[src/rtl/sysctl_pkg.sv]
`timescale 1ns/1ps
package sysctl_pkg;
  localparam int ADDR_W = 12;
  localparam int DATA_W = 32;

  localparam logic [ADDR_W-1:0] OFF_LED  = 12'h000;
  localparam logic [ADDR_W-1:0] OFF_DBG  = 12'h004;
  localparam logic [ADDR_W-1:0] OFF_BTN  = 12'h008;
  localparam logic [ADDR_W-1:0] OFF_SLOW = 12'h010;
  localparam logic [ADDR_W-1:0] OFF_FAST = 12'h014;
  localparam logic [ADDR_W-1:0] OFF_EVC  = 12'h018;
  localparam logic [ADDR_W-1:0] OFF_PRE  = 12'h01C;
  localparam logic [ADDR_W-1:0] OFF_PSC  = 12'h020;
  localparam logic [ADDR_W-1:0] OFF_SW   = 12'h028;
  localparam logic [ADDR_W-1:0] OFF_MISC = 12'h04C;

  typedef enum logic [3:0] {
    SEL_NONE, SEL_LED, SEL_DBG, SEL_BTN, SEL_SLOW, SEL_FAST,
    SEL_EVC, SEL_PRE, SEL_PSC, SEL_SW, SEL_MISC
  } regSel_e;

  // strobes from decode control to the register datapath
  typedef struct packed {
    regSel_e rdSel;
    logic    rdEn;
    logic    bad;
    logic    wrLed;
    logic    wrDbg;
    logic    wrMisc;
    logic    wrSlow;
    logic    wrFast;
    logic    wrEvc;
    logic    wrPre;
    logic    wrPsc;
  } strobe_t;
endpackage

[src/rtl/sysctl_ratecnt.sv]
`timescale 1ns/1ps
// Loadable counter advancing RATE times per CLK_HZ clocks via a phase accumulator.
module sysctl_ratecnt #(
  parameter int CLK_HZ = 25_000_000,
  parameter int RATE   = 1
) (
  input  logic        clk,
  input  logic        rstN,
  input  logic        load,
  input  logic [31:0] wdata,
  output logic [31:0] count
);
  localparam int ACC_W = $clog2(CLK_HZ + RATE + 1);
  localparam logic [ACC_W-1:0] STEP = ACC_W'(RATE);
  localparam logic [ACC_W-1:0] LIM  = ACC_W'(CLK_HZ);

  logic [ACC_W-1:0] acc;
  logic [ACC_W-1:0] sum;

  assign sum = acc + STEP;

  always_ff @(posedge clk) begin
    if (!rstN) begin
      acc   <= '0;
      count <= '0;
    end else if (load) begin
      acc   <= '0;
      count <= wdata;
    end else if (sum >= LIM) begin
      acc   <= sum - LIM;
      count <= count + 32'd1;
    end else begin
      acc   <= sum;
    end
  end
endmodule

[src/rtl/sysctl_evcnt.sv]
`timescale 1ns/1ps
// Prescaled event counter: reload value, down-counter, event count.
module sysctl_evcnt #(
  parameter int PS_DIV = 1
) (
  input  logic        clk,
  input  logic        rstN,
  input  logic        wrPre,
  input  logic        wrPsc,
  input  logic        wrEvc,
  input  logic [31:0] wdata,
  output logic [31:0] reload,
  output logic [31:0] downCnt,
  output logic [31:0] evCnt
);
  localparam int DIV_W = (PS_DIV > 1) ? $clog2(PS_DIV) : 1;

  logic psTick;

  generate
    if (PS_DIV <= 1) begin : gNoDiv
      assign psTick = 1'b1;
    end else begin : gDiv
      logic [DIV_W-1:0] divCnt;
      always_ff @(posedge clk) begin
        if (!rstN) divCnt <= '0;
        else if (divCnt == DIV_W'(PS_DIV - 1)) divCnt <= '0;
        else divCnt <= divCnt + 1'b1;
      end
      assign psTick = (divCnt == DIV_W'(PS_DIV - 1));
    end
  endgenerate

  logic atZero;
  assign atZero = (downCnt == 32'd0);

  always_ff @(posedge clk) begin
    if (!rstN) begin
      reload  <= '0;
      downCnt <= '0;
      evCnt   <= '0;
    end else begin
      if (wrPre) reload <= wdata;

      if (wrPsc)       downCnt <= wdata;
      else if (psTick) downCnt <= atZero ? reload : downCnt - 32'd1;

      if (wrEvc)                 evCnt <= wdata;
      else if (psTick && atZero) evCnt <= evCnt + 32'd1;
    end
  end
endmodule

[src/rtl/sysctl_ctrl.sv]
`timescale 1ns/1ps
// Address decode: turns one bus request into datapath strobes.
module sysctl_ctrl
  import sysctl_pkg::*;
#(
  parameter bit HAS_DBG = 1'b0,
  parameter bit HAS_SW  = 1'b0
) (
  input  logic              busSel,
  input  logic              busWr,
  input  logic [ADDR_W-1:0] busAddr,
  output strobe_t           strb
);
  always_comb begin
    strb       = '0;
    strb.rdSel = SEL_NONE;
    if (busSel) begin
      strb.rdEn = !busWr;
      case (busAddr)
        OFF_LED:  begin strb.rdSel = SEL_LED;  strb.wrLed  = busWr; end
        OFF_DBG: begin
          if (HAS_DBG) begin strb.rdSel = SEL_DBG; strb.wrDbg = busWr; end
          else strb.bad = 1'b1;
        end
        OFF_BTN:  strb.rdSel = SEL_BTN;
        OFF_SLOW: begin strb.rdSel = SEL_SLOW; strb.wrSlow = busWr; end
        OFF_FAST: begin strb.rdSel = SEL_FAST; strb.wrFast = busWr; end
        OFF_EVC:  begin strb.rdSel = SEL_EVC;  strb.wrEvc  = busWr; end
        OFF_PRE:  begin strb.rdSel = SEL_PRE;  strb.wrPre  = busWr; end
        OFF_PSC:  begin strb.rdSel = SEL_PSC;  strb.wrPsc  = busWr; end
        OFF_SW: begin
          if (HAS_SW) strb.rdSel = SEL_SW;
          else strb.bad = 1'b1;
        end
        OFF_MISC: begin strb.rdSel = SEL_MISC; strb.wrMisc = busWr; end
        default:  strb.bad = 1'b1;
      endcase
    end
  end
endmodule

[src/rtl/sysctl_dpath.sv]
`timescale 1ns/1ps
// Register storage, counters, input synchronisers and read return path.
module sysctl_dpath
  import sysctl_pkg::*;
#(
  parameter int NUM_LEDS = 2,
  parameter int NUM_BTN  = 2,
  parameter int NUM_SW   = 8,
  parameter bit HAS_DBG  = 1'b0,
  parameter bit HAS_SW   = 1'b0,
  parameter int CLK_HZ   = 25_000_000,
  parameter int PS_DIV   = 1
) (
  input  logic                clk,
  input  logic                rstN,
  input  strobe_t             strb,
  input  logic [DATA_W-1:0]   wdata,
  input  logic [NUM_BTN-1:0]  buttons,
  input  logic [NUM_SW-1:0]   switches,
  output logic [NUM_LEDS-1:0] leds,
  output logic [DATA_W-1:0]   rdata,
  output logic                err
);
  logic [NUM_LEDS-1:0] ledReg;
  logic [DATA_W-1:0]   miscReg;
  logic [DATA_W-1:0]   dbgVal;
  logic [DATA_W-1:0]   swVal;
  logic [DATA_W-1:0]   slowCnt, fastCnt;
  logic [DATA_W-1:0]   reload, downCnt, evCnt;
  logic [NUM_BTN-1:0]  btnMeta, btnSync;
  logic [DATA_W-1:0]   rdNext;

  always_ff @(posedge clk) begin
    if (!rstN) begin
      ledReg  <= '0;
      miscReg <= '0;
      btnMeta <= '0;
      btnSync <= '0;
    end else begin
      if (strb.wrLed)  ledReg  <= wdata[NUM_LEDS-1:0];
      if (strb.wrMisc) miscReg <= wdata;
      btnMeta <= buttons;
      btnSync <= btnMeta;
    end
  end
  assign leds = ledReg;

  generate
    if (HAS_DBG) begin : gDbg
      logic [DATA_W-1:0] dbgReg;
      always_ff @(posedge clk) begin
        if (!rstN) dbgReg <= '0;
        else if (strb.wrDbg) dbgReg <= wdata;
      end
      assign dbgVal = dbgReg;
    end else begin : gNoDbg
      logic unusedDbg;
      assign unusedDbg = strb.wrDbg;
      assign dbgVal    = '0;
    end

    if (HAS_SW) begin : gSw
      logic [NUM_SW-1:0] swMeta, swSync;
      always_ff @(posedge clk) begin
        if (!rstN) begin
          swMeta <= '0;
          swSync <= '0;
        end else begin
          swMeta <= switches;
          swSync <= swMeta;
        end
      end
      assign swVal = DATA_W'(swSync);
    end else begin : gNoSw
      logic unusedSw;
      assign unusedSw = ^switches;
      assign swVal    = '0;
    end
  endgenerate

  sysctl_ratecnt #(.CLK_HZ(CLK_HZ), .RATE(1)) slowInst (
    .clk(clk), .rstN(rstN), .load(strb.wrSlow), .wdata(wdata), .count(slowCnt));

  sysctl_ratecnt #(.CLK_HZ(CLK_HZ), .RATE(100)) fastInst (
    .clk(clk), .rstN(rstN), .load(strb.wrFast), .wdata(wdata), .count(fastCnt));

  sysctl_evcnt #(.PS_DIV(PS_DIV)) evInst (
    .clk(clk), .rstN(rstN), .wrPre(strb.wrPre), .wrPsc(strb.wrPsc), .wrEvc(strb.wrEvc),
    .wdata(wdata), .reload(reload), .downCnt(downCnt), .evCnt(evCnt));

  always_comb begin
    case (strb.rdSel)
      SEL_LED:  rdNext = DATA_W'(ledReg);
      SEL_DBG:  rdNext = dbgVal;
      SEL_BTN:  rdNext = DATA_W'(btnSync);
      SEL_SLOW: rdNext = slowCnt;
      SEL_FAST: rdNext = fastCnt;
      SEL_EVC:  rdNext = evCnt;
      SEL_PRE:  rdNext = reload;
      SEL_PSC:  rdNext = downCnt;
      SEL_SW:   rdNext = swVal;
      SEL_MISC: rdNext = miscReg;
      default:  rdNext = '0;
    endcase
  end

  always_ff @(posedge clk) begin
    if (!rstN) begin
      rdata <= '0;
      err   <= 1'b0;
    end else begin
      err <= strb.bad;
      if (strb.rdEn) rdata <= rdNext;
    end
  end
endmodule

[src/rtl/sysctl_regs.sv]
`timescale 1ns/1ps
module sysctl_regs
  import sysctl_pkg::*;
#(
  parameter int NUM_LEDS = 2,
  parameter int NUM_BTN  = 2,
  parameter int NUM_SW   = 8,
  parameter bit HAS_DBG  = 1'b0,
  parameter bit HAS_SW   = 1'b0,
  parameter int CLK_HZ   = 25_000_000,
  parameter int PS_DIV   = 1
) (
  input  logic                clk,
  input  logic                rstN,
  input  logic                busSel,
  input  logic                busWr,
  input  logic [11:0]         busAddr,
  input  logic [31:0]         busWdata,
  output logic [31:0]         busRdata,
  output logic                busErr,
  input  logic [NUM_BTN-1:0]  buttons,
  input  logic [NUM_SW-1:0]   switches,
  output logic [NUM_LEDS-1:0] leds
);
  strobe_t strb;

  sysctl_ctrl #(.HAS_DBG(HAS_DBG), .HAS_SW(HAS_SW)) ctrlInst (
    .busSel(busSel), .busWr(busWr), .busAddr(busAddr), .strb(strb));

  sysctl_dpath #(
    .NUM_LEDS(NUM_LEDS), .NUM_BTN(NUM_BTN), .NUM_SW(NUM_SW), .HAS_DBG(HAS_DBG),
    .HAS_SW(HAS_SW), .CLK_HZ(CLK_HZ), .PS_DIV(PS_DIV)
  ) dpathInst (
    .clk(clk), .rstN(rstN), .strb(strb), .wdata(busWdata), .buttons(buttons),
    .switches(switches), .leds(leds), .rdata(busRdata), .err(busErr));
endmodule

[config.mk]
export PLATFORM = sky130hd
export DESIGN_NAME = sysctl_regs
export DESIGN_NICKNAME = d
export VERILOG_FILES = /design/src/rtl/sysctl_pkg.sv /design/src/rtl/sysctl_ratecnt.sv /design/src/rtl/sysctl_evcnt.sv /design/src/rtl/sysctl_ctrl.sv /design/src/rtl/sysctl_dpath.sv /design/src/rtl/sysctl_regs.sv
export SDC_FILE = /design/constraint.sdc
export NUM_CORES = 1
export LEC_CHECK = 0
export CELL_PAD_IN_SITES_DETAIL_PLACEMENT = 1
export CELL_PAD_IN_SITES_GLOBAL_PLACEMENT = 2
export CORE_UTILIZATION = 32
export CTS_CLUSTER_SIZE = 24
export DETAILED_ROUTE_END_ITERATION = 8
export PLACE_DENSITY = 0.83
export SYNTH_ARGS = -nofsm -noshare
export SYNTH_HDL_FRONTEND = slang
export SYNTH_SLANG_ARGS = --single-unit
[constraint.sdc]
create_clock -name clk -period 3.6 [get_ports clk]
set_clock_uncertainty 0.2 [all_clocks]
set_input_delay 0.72 -clock clk [delete_from_list [all_inputs] [get_ports clk]]
set_output_delay 0.72 -clock clk [all_outputs]
set_load 0.01 [all_outputs]
==> summary.txt, run 1 <==
row cnt - 80
vias post-DR - 16300
hold path cells - 1
final max-slew violation count - 0
TritonCTS clock tree - yes
HP Class - reg2reg
grt total ovfl - 0
Hold EP - dpathInst.btnSync[1]$_SDFF_PN0_
Routed WL - 62400 µm
initial antenna violation count - 0
CP max stage cell - or4_1
xor/xnor share of the synthesized area - 0.103
Post-Syn Area - 15700 µm²
Buf/Inv on CP - 2
Net Count, Synth - 2156
Primary FF master, synth - dfxtp_1
Placer Congestion - 0.849
ant diodes - 0
Finish-stage setup viols - 0
met1 wire length - 28100 µm
VDD IR max - 0.000296 V
leakage power - 0.00657 µW
hold_sp - dpathInst.btnMeta[1]$_SDFF_PN0_
r2r startpoint - dpathInst.slowInst.acc[1]$_SDFF_PP0_
io pins - 93
clock tree sinks - 279
fin area - 19500 µm²
Pre-antenna DRT Iters - 5
Compound-Gate Fraction of Synth Area - 0.216
routed wl met3 - 2780 µm
max incr delay on CP - 0.47 ns
cell count after synthesis - 2085
Mean Syn Cell Area - 7.54 µm²
sequential-to-total area share from yosys stat - 0.355
Placed Area - 18100 µm²
Hold WS - 0.252 ns
final worst-path cycle share - 0.977
synth warn - 0
RSZ-0062 raised after global routing - true
number of synthesized flops with an enable pin - 0
Post-CTS Hold Buffers - 0
clock input transition at the sequential cells of the worst setup and hold paths - 0.06 ns
DR DRC count - 0
latest clock arrival within the worst-skew pair - 0.56 ns
Top delay family on crit path - compound AO/OA/AOI/OAI gates
outcome - completed
simple-gate share of the synthesized area - 0.265
crit path cell chain - buf_6, nand2_4, or4_1, a2111o_1, a222oi_1, o2111ai_1, buf_4, o22a_4, or3_1, xor2_1, a21oi_1
vias in the first global route - 16800
asr flop ratio synth - 0
Routed Antenna Nets - 0
I/O Buffers - 84
Tot GR Track Use - 0.246
largest net degree at the start of global routing - 55
CP Max Fanout - 14
DR WL met2 - 29500 µm
Die H - 224 µm
Max Fclk - 0.284 GHz
Reg area - 5600 µm²
CTS Root Cell - clkbuf_16
Max clock buf depth - 3
initial core utilization - 0.327
worst slew pin tran - 0.682 ns
largest family of logic cells by synthesized area - simple AND/OR/NAND/NOR gates
setup ws final - 0.0840 ns
FILL cells - 5841
Multi-input gate area - 9510 µm²
mux share of post-synthesis cell area - 0.00319
max layer used - met4
worst r2r path cells - 11
CP required - 3.89 ns
Setup WS pre-CTS - -0.367 ns
#FFs+latches synth - 279
nets - 2290
chip width - 224 µm
Tmin final - 3.52 ns
crit start category - flip-flop
adder-cell share of the synthesized area - 0.0104
crit path DAT - 3.81 ns
max cap viols - 0
Syn-to-layout area delta - 24.3%
worst r2r dst - dpathInst.slowInst.count[6]$_SDFFE_PN0P_
post-detailed-route wirelength per cell - 21.8 µm
Synth cell types - 78
Setup CP Type - reg2reg
# H-tree levels - 2
power per cell area - 485 nW/µm²
core footprint - 48000 µm²
Worst R2R Setup Slack - 0.08 ns
drt initial violations - 1040
TritonCTS buffer count - 36
post-detail-place hpwl - 43200 µm
crit path capture type - flip-flop
Avg Vias per Cell - 5.70
final core utilization - 0.407
Hold Fails Final Rpt - 0
fraction of layout cells with a size suffix above 1 - 0.119
Die Footprint - 50000 µm²
first-pass GRT wire length - 96800 µm
Slew headroom - 0.545
## synthesized netlist by cell type, drive strengths merged (3+ instances only)
cell     count  share of area
nand2      369          0.088
dfxtp      279           0.36
a21oi      248          0.079
nor2       127          0.030
o21ai      123          0.039
clkbuf     112          0.027
xnor2      109          0.061
nand3      103          0.034
xor2        76          0.042
nand4       60          0.025
nor3        53          0.017
a211oi      34          0.017
buf         34          0.013
a21boi      33          0.016
a221oi      32          0.018
and3        32          0.013
inv         32         0.0076
o211ai      30          0.014
nor4        23          0.012
and2        20         0.0080
and4        20          0.011
or3         18         0.0072
or4         14         0.0067
ha          13          0.010
a31oi        7         0.0028
o2111ai      7         0.0039
nor3b        6         0.0029
or2          6         0.0024
mux2i        5         0.0032
nor2b        5         0.0020
a31o         4         0.0022
nand3b       4         0.0019
o22ai        4         0.0016
o41ai        4         0.0022
a211o        3         0.0017
a311o        3         0.0019
## state kept, by name, indices dropped and copies added (netlist names)
register and flops:
dpathInst.btnMeta 2, dpathInst.btnSync 2, dpathInst.err 1, dpathInst.evInst.downCnt 32
dpathInst.evInst.evCnt 32, dpathInst.evInst.reload 32, dpathInst.fastInst.acc 23, dpathInst.fastInst.count 32
dpathInst.leds 2, dpathInst.miscReg 32, dpathInst.rdata 32, dpathInst.slowInst.acc 25
dpathInst.slowInst.count 32
## repair_timing
item | 4_1_cts | 5_1_grt
pin swaps | 0 | 14
gates resized for setup | 1 | 30
gates cloned | 0 | 3
setup endpoints to repair | 10 | 52
hold endpoints to repair | 0 | 0
buffers inserted | 0 | 10
## area by class of cell
type,count,area share
Inverter,32,0.00628
Clock buffer,55,0.0560
Sequential cell,279,0.287
Multi-Input combinational cell,1628,0.487
Timing Repair Buffer,242,0.119
Clock inverter,10,0.00564
Tap cell,615,0.0394
## metal layers
metal	vias up	global-route usage
li1	7688	-
met1	8150	0.319
met2	364	0.411
met3	110	0.0344
met4	0	0.0994
met5	-	0
## worst max path at each step
stage	slack, ns	startpoint	cells after the start	to
after floorplan	0.18	busAddr[9]	10	dpathInst.fastInst.acc[12]$_SDFF_PP0_
after global placement	-0.29	busAddr[9]	12	dpathInst.fastInst.count[28]$_SDFFE_PN0P_
after detailed placement	-0.37	busAddr[8]	12	dpathInst.fastInst.count[17]$_SDFFE_PN0P_
after CTS	0.007	dpathInst.slowInst.acc[1]$_SDFF_PP0_	11	dpathInst.slowInst.acc[22]$_SDFF_PP0_
after global routing	-0.05	dpathInst.slowInst.acc[1]$_SDFF_PP0_	13	dpathInst.slowInst.count[28]$_SDFFE_PN0P_
final	0.08	dpathInst.slowInst.acc[1]$_SDFF_PP0_	11	dpathInst.slowInst.count[6]$_SDFFE_PN0P_
## through the flow
| step | cells | total power [µW] | setup TNS (ns) |
|---|---|---|---|
| after floorplan | 2085 | 4840 | 0 |
| after global placement | 2783 | 5660 | -18.18 |
| after global routing | 2861 | 9920 | -0.294 |
| final | 2861 | 9480 | 0 |
| after detailed placement | 2783 | 5740 | -26.65 |
| after CTS | 2848 | 9520 | 0 |
## kinds of logic (layout without fill, tap and decap cells)
logic type	after synthesis	after routing
AOI/OAI and AO/OA	559	559
xor gates and xnor gates	185	185
adders and majority gates	13	13
buffers and inverters	178	339
DFF	279	279
muxes	5	5
and+or+nand+nor	866	866
## where the power goes
group	switching (µW)	internal [µW]
combinational	1310	960
clock	1500	2240
sequential	213	3260
## cells in the final DEF, fill, tap and decap left out, drive strengths merged, types with 53 or more instances in the layout
| cell | instances |
|---|---|
| nand2 | 369 |
| dfxtp | 279 |
| a21oi | 248 |
| buf | 157 |
| nor2 | 127 |
| o21ai | 123 |
| xnor2 | 109 |
| nand3 | 103 |
| clkdlybuf4s50 | 83 |
| xor2 | 76 |
| nand4 | 60 |
| clkbuf | 57 |
| nor3 | 53 |
No activity file was read; power rests on OpenSTA's default activity.
==> run 2, diff against run 1 <==
Settings changed: CAP_MARGIN from default to 20, CORE_UTILIZATION 32 to 36, PLACE_DENSITY 0.83 to 0.88, REMOVE_ABC_BUFFERS from default to 1.
Clock period 3.6 ns to 3.25 ns, I/O delays scaled along.
==> summary.txt, run 2 (synthesis results as in run 1) <==
crit path DAT - 3.73 ns
final core utilization - 0.500
Post-CTS Hold Buffers - 0
CP Max Fanout - 6
TritonCTS clock tree - yes
Die Footprint - 44500 µm²
Routed WL - 68400 µm
Multi-input gate area - 10300 µm²
leakage power - 0.00761 µW
grt total ovfl - 0
post-detail-place hpwl - 44600 µm
row cnt - 76
latest clock arrival within the worst-skew pair - 0.57 ns
HP Class - reg2reg
ant diodes - 0
Hold Fails Final Rpt - 0
nets - 2411
core footprint - 43100 µm²
Slew headroom - 0.425
chip width - 211 µm
DR DRC count - 0
Setup CP Type - reg2reg
Pre-antenna DRT Iters - 7
largest net degree at the start of global routing - 78
post-route setup TNS - -6.42 ns
CTS Root Cell - clkbuf_16
outcome - finished, violations left
failing checks - negative setup slack
Routed Antenna Nets - 0
Die H - 211 µm
TritonCTS buffer count - 36
final max-slew violation count - 0
worst slew pin tran - 0.863 ns
vias in the first global route - 17900
fraction of layout cells with a size suffix above 1 - 0.215
Reg area - 5610 µm²
Hold WS - 0.247 ns
power per cell area - 505 nW/µm²
Placer Congestion - 0.906
FILL cells - 5064
RSZ-0062 raised after global routing - true
clock tree sinks - 279
CP required - 3.54 ns
I/O Buffers - 84
clock input transition at the sequential cells of the worst setup and hold paths - 0.06 ns
crit start category - flip-flop
Tot GR Track Use - 0.295
final worst-path cycle share - 1.06
io pins - 93
Max clock buf depth - 3
VDD IR max - 0.000336 V
most common cell after layout, fill and taps aside - nand2_1
Max Fclk - 0.291 GHz
commonest non-fill, non-tap cells in the layout - 359 x nand2_1, 271 x dfxtp_1, 242 x a21oi_1
crit path capture type - flip-flop
Tmin final - 3.43 ns
Syn-to-layout area delta - 37.0%
drt initial violations - 1247
initial core utilization - 0.365
max cap viols - 0
post-detailed-route wirelength per cell - 23.2 µm
Avg Vias per Cell - 5.84
vias post-DR - 17200
initial antenna violation count - 1
# H-tree levels - 2
first-pass GRT wire length - 102000 µm
setup ws final - -0.185 ns
Finish-stage setup viols - 79
==> run 2: cell types whose count changed in the layout (fill, tap and decap cells not counted), sizes merged <==
cell | before | now
and3 | 32 | 33
and4 | 20 | 21
buf | 157 | 273
bufinv | 2 | 4
clkbuf | 57 | 54
clkinvlp | 1 | 4
==> run 2: path summary, 6_finish.rpt <==
path | start | cells past startpoint | slack (ns) | endpoint
worst max-delay path | dpathInst.slowInst.acc[1]$_SDFF_PP0_ | 13 | -0.18 | dpathInst.slowInst.count[22]$_SDFFE_PN0P_
worst min-delay path | dpathInst.btnMeta[0]$_SDFF_PN0_ | 1 | 0.25 | dpathInst.btnSync[0]$_SDFF_PN0_
worst max register to register | dpathInst.slowInst.acc[1]$_SDFF_PP0_ | 13 | -0.18 | dpathInst.slowInst.count[22]$_SDFFE_PN0P_
worst min register to register | dpathInst.btnMeta[0]$_SDFF_PN0_ | 1 | 0.25 | dpathInst.btnSync[0]$_SDFF_PN0_
==> run 2: report_power, final <==
part           leakage (µW)  internal, µW  total [µW]  switching, µW
sequential          0.00226          3610        3830            220
combinational       0.00476          1220        2810           1590
clock              0.000586          2530        4240           1710
total               0.00761          7350       10900           3520
==> run 2: area by class of cell <==
| cell class | count | area share |
|---|---|---|
| clock inverters | 15 | 0.00895 |
| inverters | 32 | 0.00570 |
| repair buffers | 361 | 0.163 |
| multi-input cells | 1630 | 0.481 |
| clock buffers | 49 | 0.0474 |
| flip-flops and latches | 279 | 0.261 |
| well taps | 585 | 0.0340 |
==> run 2: metal layers <==
| metal | track usage | vias up | wire length [µm] |
|---|---|---|---|
| met5 | 0 | - | 13 |
| met4 | 0.129 | 2 | 3010 |
| met3 | 0.0434 | 194 | 3960 |
| met2 | 0.495 | 582 | 32300 |
| met1 | 0.374 | 8523 | 29100 |
| li1 | - | 7947 | - |
==> run 2: critical path: stages, from the launching register on <==
cell and delay (ns):
dfxtp_4 0.37, ha_4 0.13, and4_4 0.27, o2111ai_2 0.13, a2111o_1 0.44, a222oi_1 0.30
buf_4 0.22, o2111ai_4 0.14, buf_6 0.17, o22ai_4 0.20, buf_12 0.19, nand4_1 0.12
or3_1 0.33, a31oi_1 0.15
==> run 2: through the flow <==
| stage | total power, µW | instances | worst slack [ns] | area, µm² |
|---|---|---|---|---|
| final | 10900 | 2951 | -0.185 | 21500 |
| after detailed placement | 6500 | 2835 | -0.560 | 18700 |
| after CTS | 10800 | 2932 | -0.209 | 20600 |
| after floorplan | 5320 | 1939 | -1.53 | 15100 |
| after global placement | 6390 | 2835 | -0.422 | 18700 |
| after global routing | 11300 | 2951 | -0.291 | 21500 |
==> run 2: what timing repair did <==
item | CTS | global route
cloned | 1 | 6
setup buffers | 32 | 15
endpoints found under the setup margin | 97 | 160
gates resized for setup | 96 | 136
pin swaps | 72 | 106
==> run 3, diff against run 2 <==
Settings changed: SETUP_SLACK_MARGIN from default to 0.05.
==> summary.txt, run 3 (synthesis results as in run 1) <==
outcome - finished, violations left
final core utilization - 0.496
core footprint - 43100 µm²
nets - 2407
Hold Fails Final Rpt - 0
post-route setup TNS - -2.74 ns
crit path capture type - flip-flop
latest clock arrival within the worst-skew pair - 0.58 ns
Avg Vias per Cell - 5.83
clock input transition at the sequential cells of the worst setup and hold paths - 0.06 ns
final worst-path cycle share - 1.05
initial antenna violation count - 1
crit start category - flip-flop
CP Max Fanout - 6
drt initial violations - 1251
Placed Cells incl. Taps - 2835
vias post-DR - 17200
Routed Antenna Nets - 0
largest net degree at the start of global routing - 78
TritonCTS clock tree - yes
Pre-antenna DRT Iters - 5
vias in the first global route - 17900
clock tree sinks - 279
Routed WL - 67400 µm
HP Class - reg2reg
max cap viols - 0
Setup CP Type - reg2reg
Max Fclk - 0.292 GHz
first-pass GRT wire length - 102000 µm
final max-slew violation count - 0
Die Footprint - 44500 µm²
TritonCTS buffer count - 36
DR DRC count - 0
Tmin final - 3.43 ns
row cnt - 76
VDD IR max - 0.000332 V
Worst R2R Setup Slack - -0.18 ns
Post-CTS Hold Buffers - 0
Finish-stage setup viols - 44
failing checks - negative setup slack
worst r2r path cells - 14
crit path cell chain - ha_4, a211oi_2, buf_4, buf_4, buf_4, buf_6, nor4_4, nand3_2, xnor2_2, a31o_4, nand4_4, or4_4, xnor2_2, a21oi_1
io pins - 93
post-detailed-route wirelength per cell - 22.9 µm
crit path DAT - 3.68 ns
CP max stage cell - or4_4
most common cell after layout, fill and taps aside - nand2_1
Tot GR Track Use - 0.295
Syn-to-layout area delta - 36.0%
chip width - 211 µm
setup ws final - -0.178 ns
fraction of layout cells with a size suffix above 1 - 0.208
Slew headroom - 0.468
RSZ-0062 raised after global routing - true
Max clock buf depth - 3
CP required - 3.50 ns
# H-tree levels - 2
I/O Buffers - 84
ant diodes - 0
r2r startpoint - dpathInst.fastInst.acc[3]$_SDFF_PP0_
post-detail-place hpwl - 44600 µm
initial core utilization - 0.365
max incr delay on CP - 0.60 ns
Placer Congestion - 0.906
Die H - 211 µm
worst slew pin tran - 0.798 ns
CTS Root Cell - clkbuf_16
grt total ovfl - 0
commonest non-fill, non-tap cells in the layout - 362 x nand2_1, 271 x dfxtp_1, 243 x a21oi_1
worst r2r dst - dpathInst.fastInst.count[11]$_SDFFE_PN0P_
most numerous cell on the critical path - buf_4
Setup crit start - dpathInst.fastInst.acc[3]$_SDFF_PP0_
leakage power - 0.00751 µW
Design Power - 10900 µW
Finished Layout Cells - 2947
power per cell area - 511 nW/µm²
Critical path destination - dpathInst.fastInst.count[11]$_SDFFE_PN0P_
[run 3: cell types whose count changed in the layout (fill, tap and decap cells not counted), sizes merged]
cell,previous run,this run
and3,33,32
buf,273,272
clkbuf,54,52
[run 3: routing by layer]
layer,track usage,vias up,part of all wire
met5,0,-,0.00027
met4,0.131,2,0.041
met2,0.494,536,0.47
met3,0.0442,172,0.053
li1,-,7925,-
met1,0.373,8554,0.43
[run 3: repair_timing]
item                                    CTS  global route
setup buffers                            33            13
cloned                                    1             3
resized for setup                       106           104
pin swaps                                82            80
endpoints found under the setup margin  100           195
[run 3: area by class of cell]
class / instances / area (µm²)
multi-input combinational: 1629 / 10300
fill: 5075 / 21700
inverter: 32 / 123
tap: 585 / 732
timing repair buffer: 358 / 3430
clock buffer: 49 / 1020
sequential: 279 / 5610
clock inverter: 15 / 193
[run 3: per-stage QoR]
stage	worst slack, ns	cell area, µm²	hold WS [ns]
2_1_floorplan	-1.53	15100	0.212
3_3_place_gp	-0.422	18700	0.224
3_5_place_dp	-0.560	18700	0.230
4_1_cts	-0.209	20700	0.252
5_1_grt	-0.262	21400	0.278
6_report	-0.178	21400	0.247
[run 3: report_power, final]
| group | internal, µW | total [µW] | switching [µW] |
|---|---|---|---|
| clock network | 2530 | 4240 | 1720 |
| registers | 3610 | 3830 | 222 |
| logic | 1230 | 2840 | 1600 |
| total | 7370 | 10900 | 3540 |
[run 3: critical path: cells and delay by family (launching register included)]
family	cells	cell delay, ns
AO/OA/AOI/OAI	3	0.36
XOR/XNOR	2	0.34
adder cells (fa/ha/maj)	1	0.14
buffers and inverters	4	0.59
flip-flops	1	0.38
AND/OR/NAND/NOR	4	1.28
[run 3: worst min-delay path by stage]
stage	endpoint	slack, ns	from	cells after the start
global route	dpathInst.miscReg[21]$_SDFFE_PN0P_	0.28	dpathInst.miscReg[21]$_SDFFE_PN0P_	2
detailed placement	dpathInst.btnSync[0]$_SDFF_PN0_	0.23	dpathInst.btnMeta[0]$_SDFF_PN0_	1
finish	dpathInst.btnSync[0]$_SDFF_PN0_	0.25	dpathInst.btnMeta[0]$_SDFF_PN0_	1
floorplan	dpathInst.btnSync[0]$_SDFF_PN0_	0.21	dpathInst.btnMeta[0]$_SDFF_PN0_	1
CTS	dpathInst.btnSync[0]$_SDFF_PN0_	0.25	dpathInst.btnMeta[0]$_SDFF_PN0_	1
global placement	dpathInst.btnSync[1]$_SDFF_PN0_	0.22	dpathInst.btnMeta[1]$_SDFF_PN0_	1
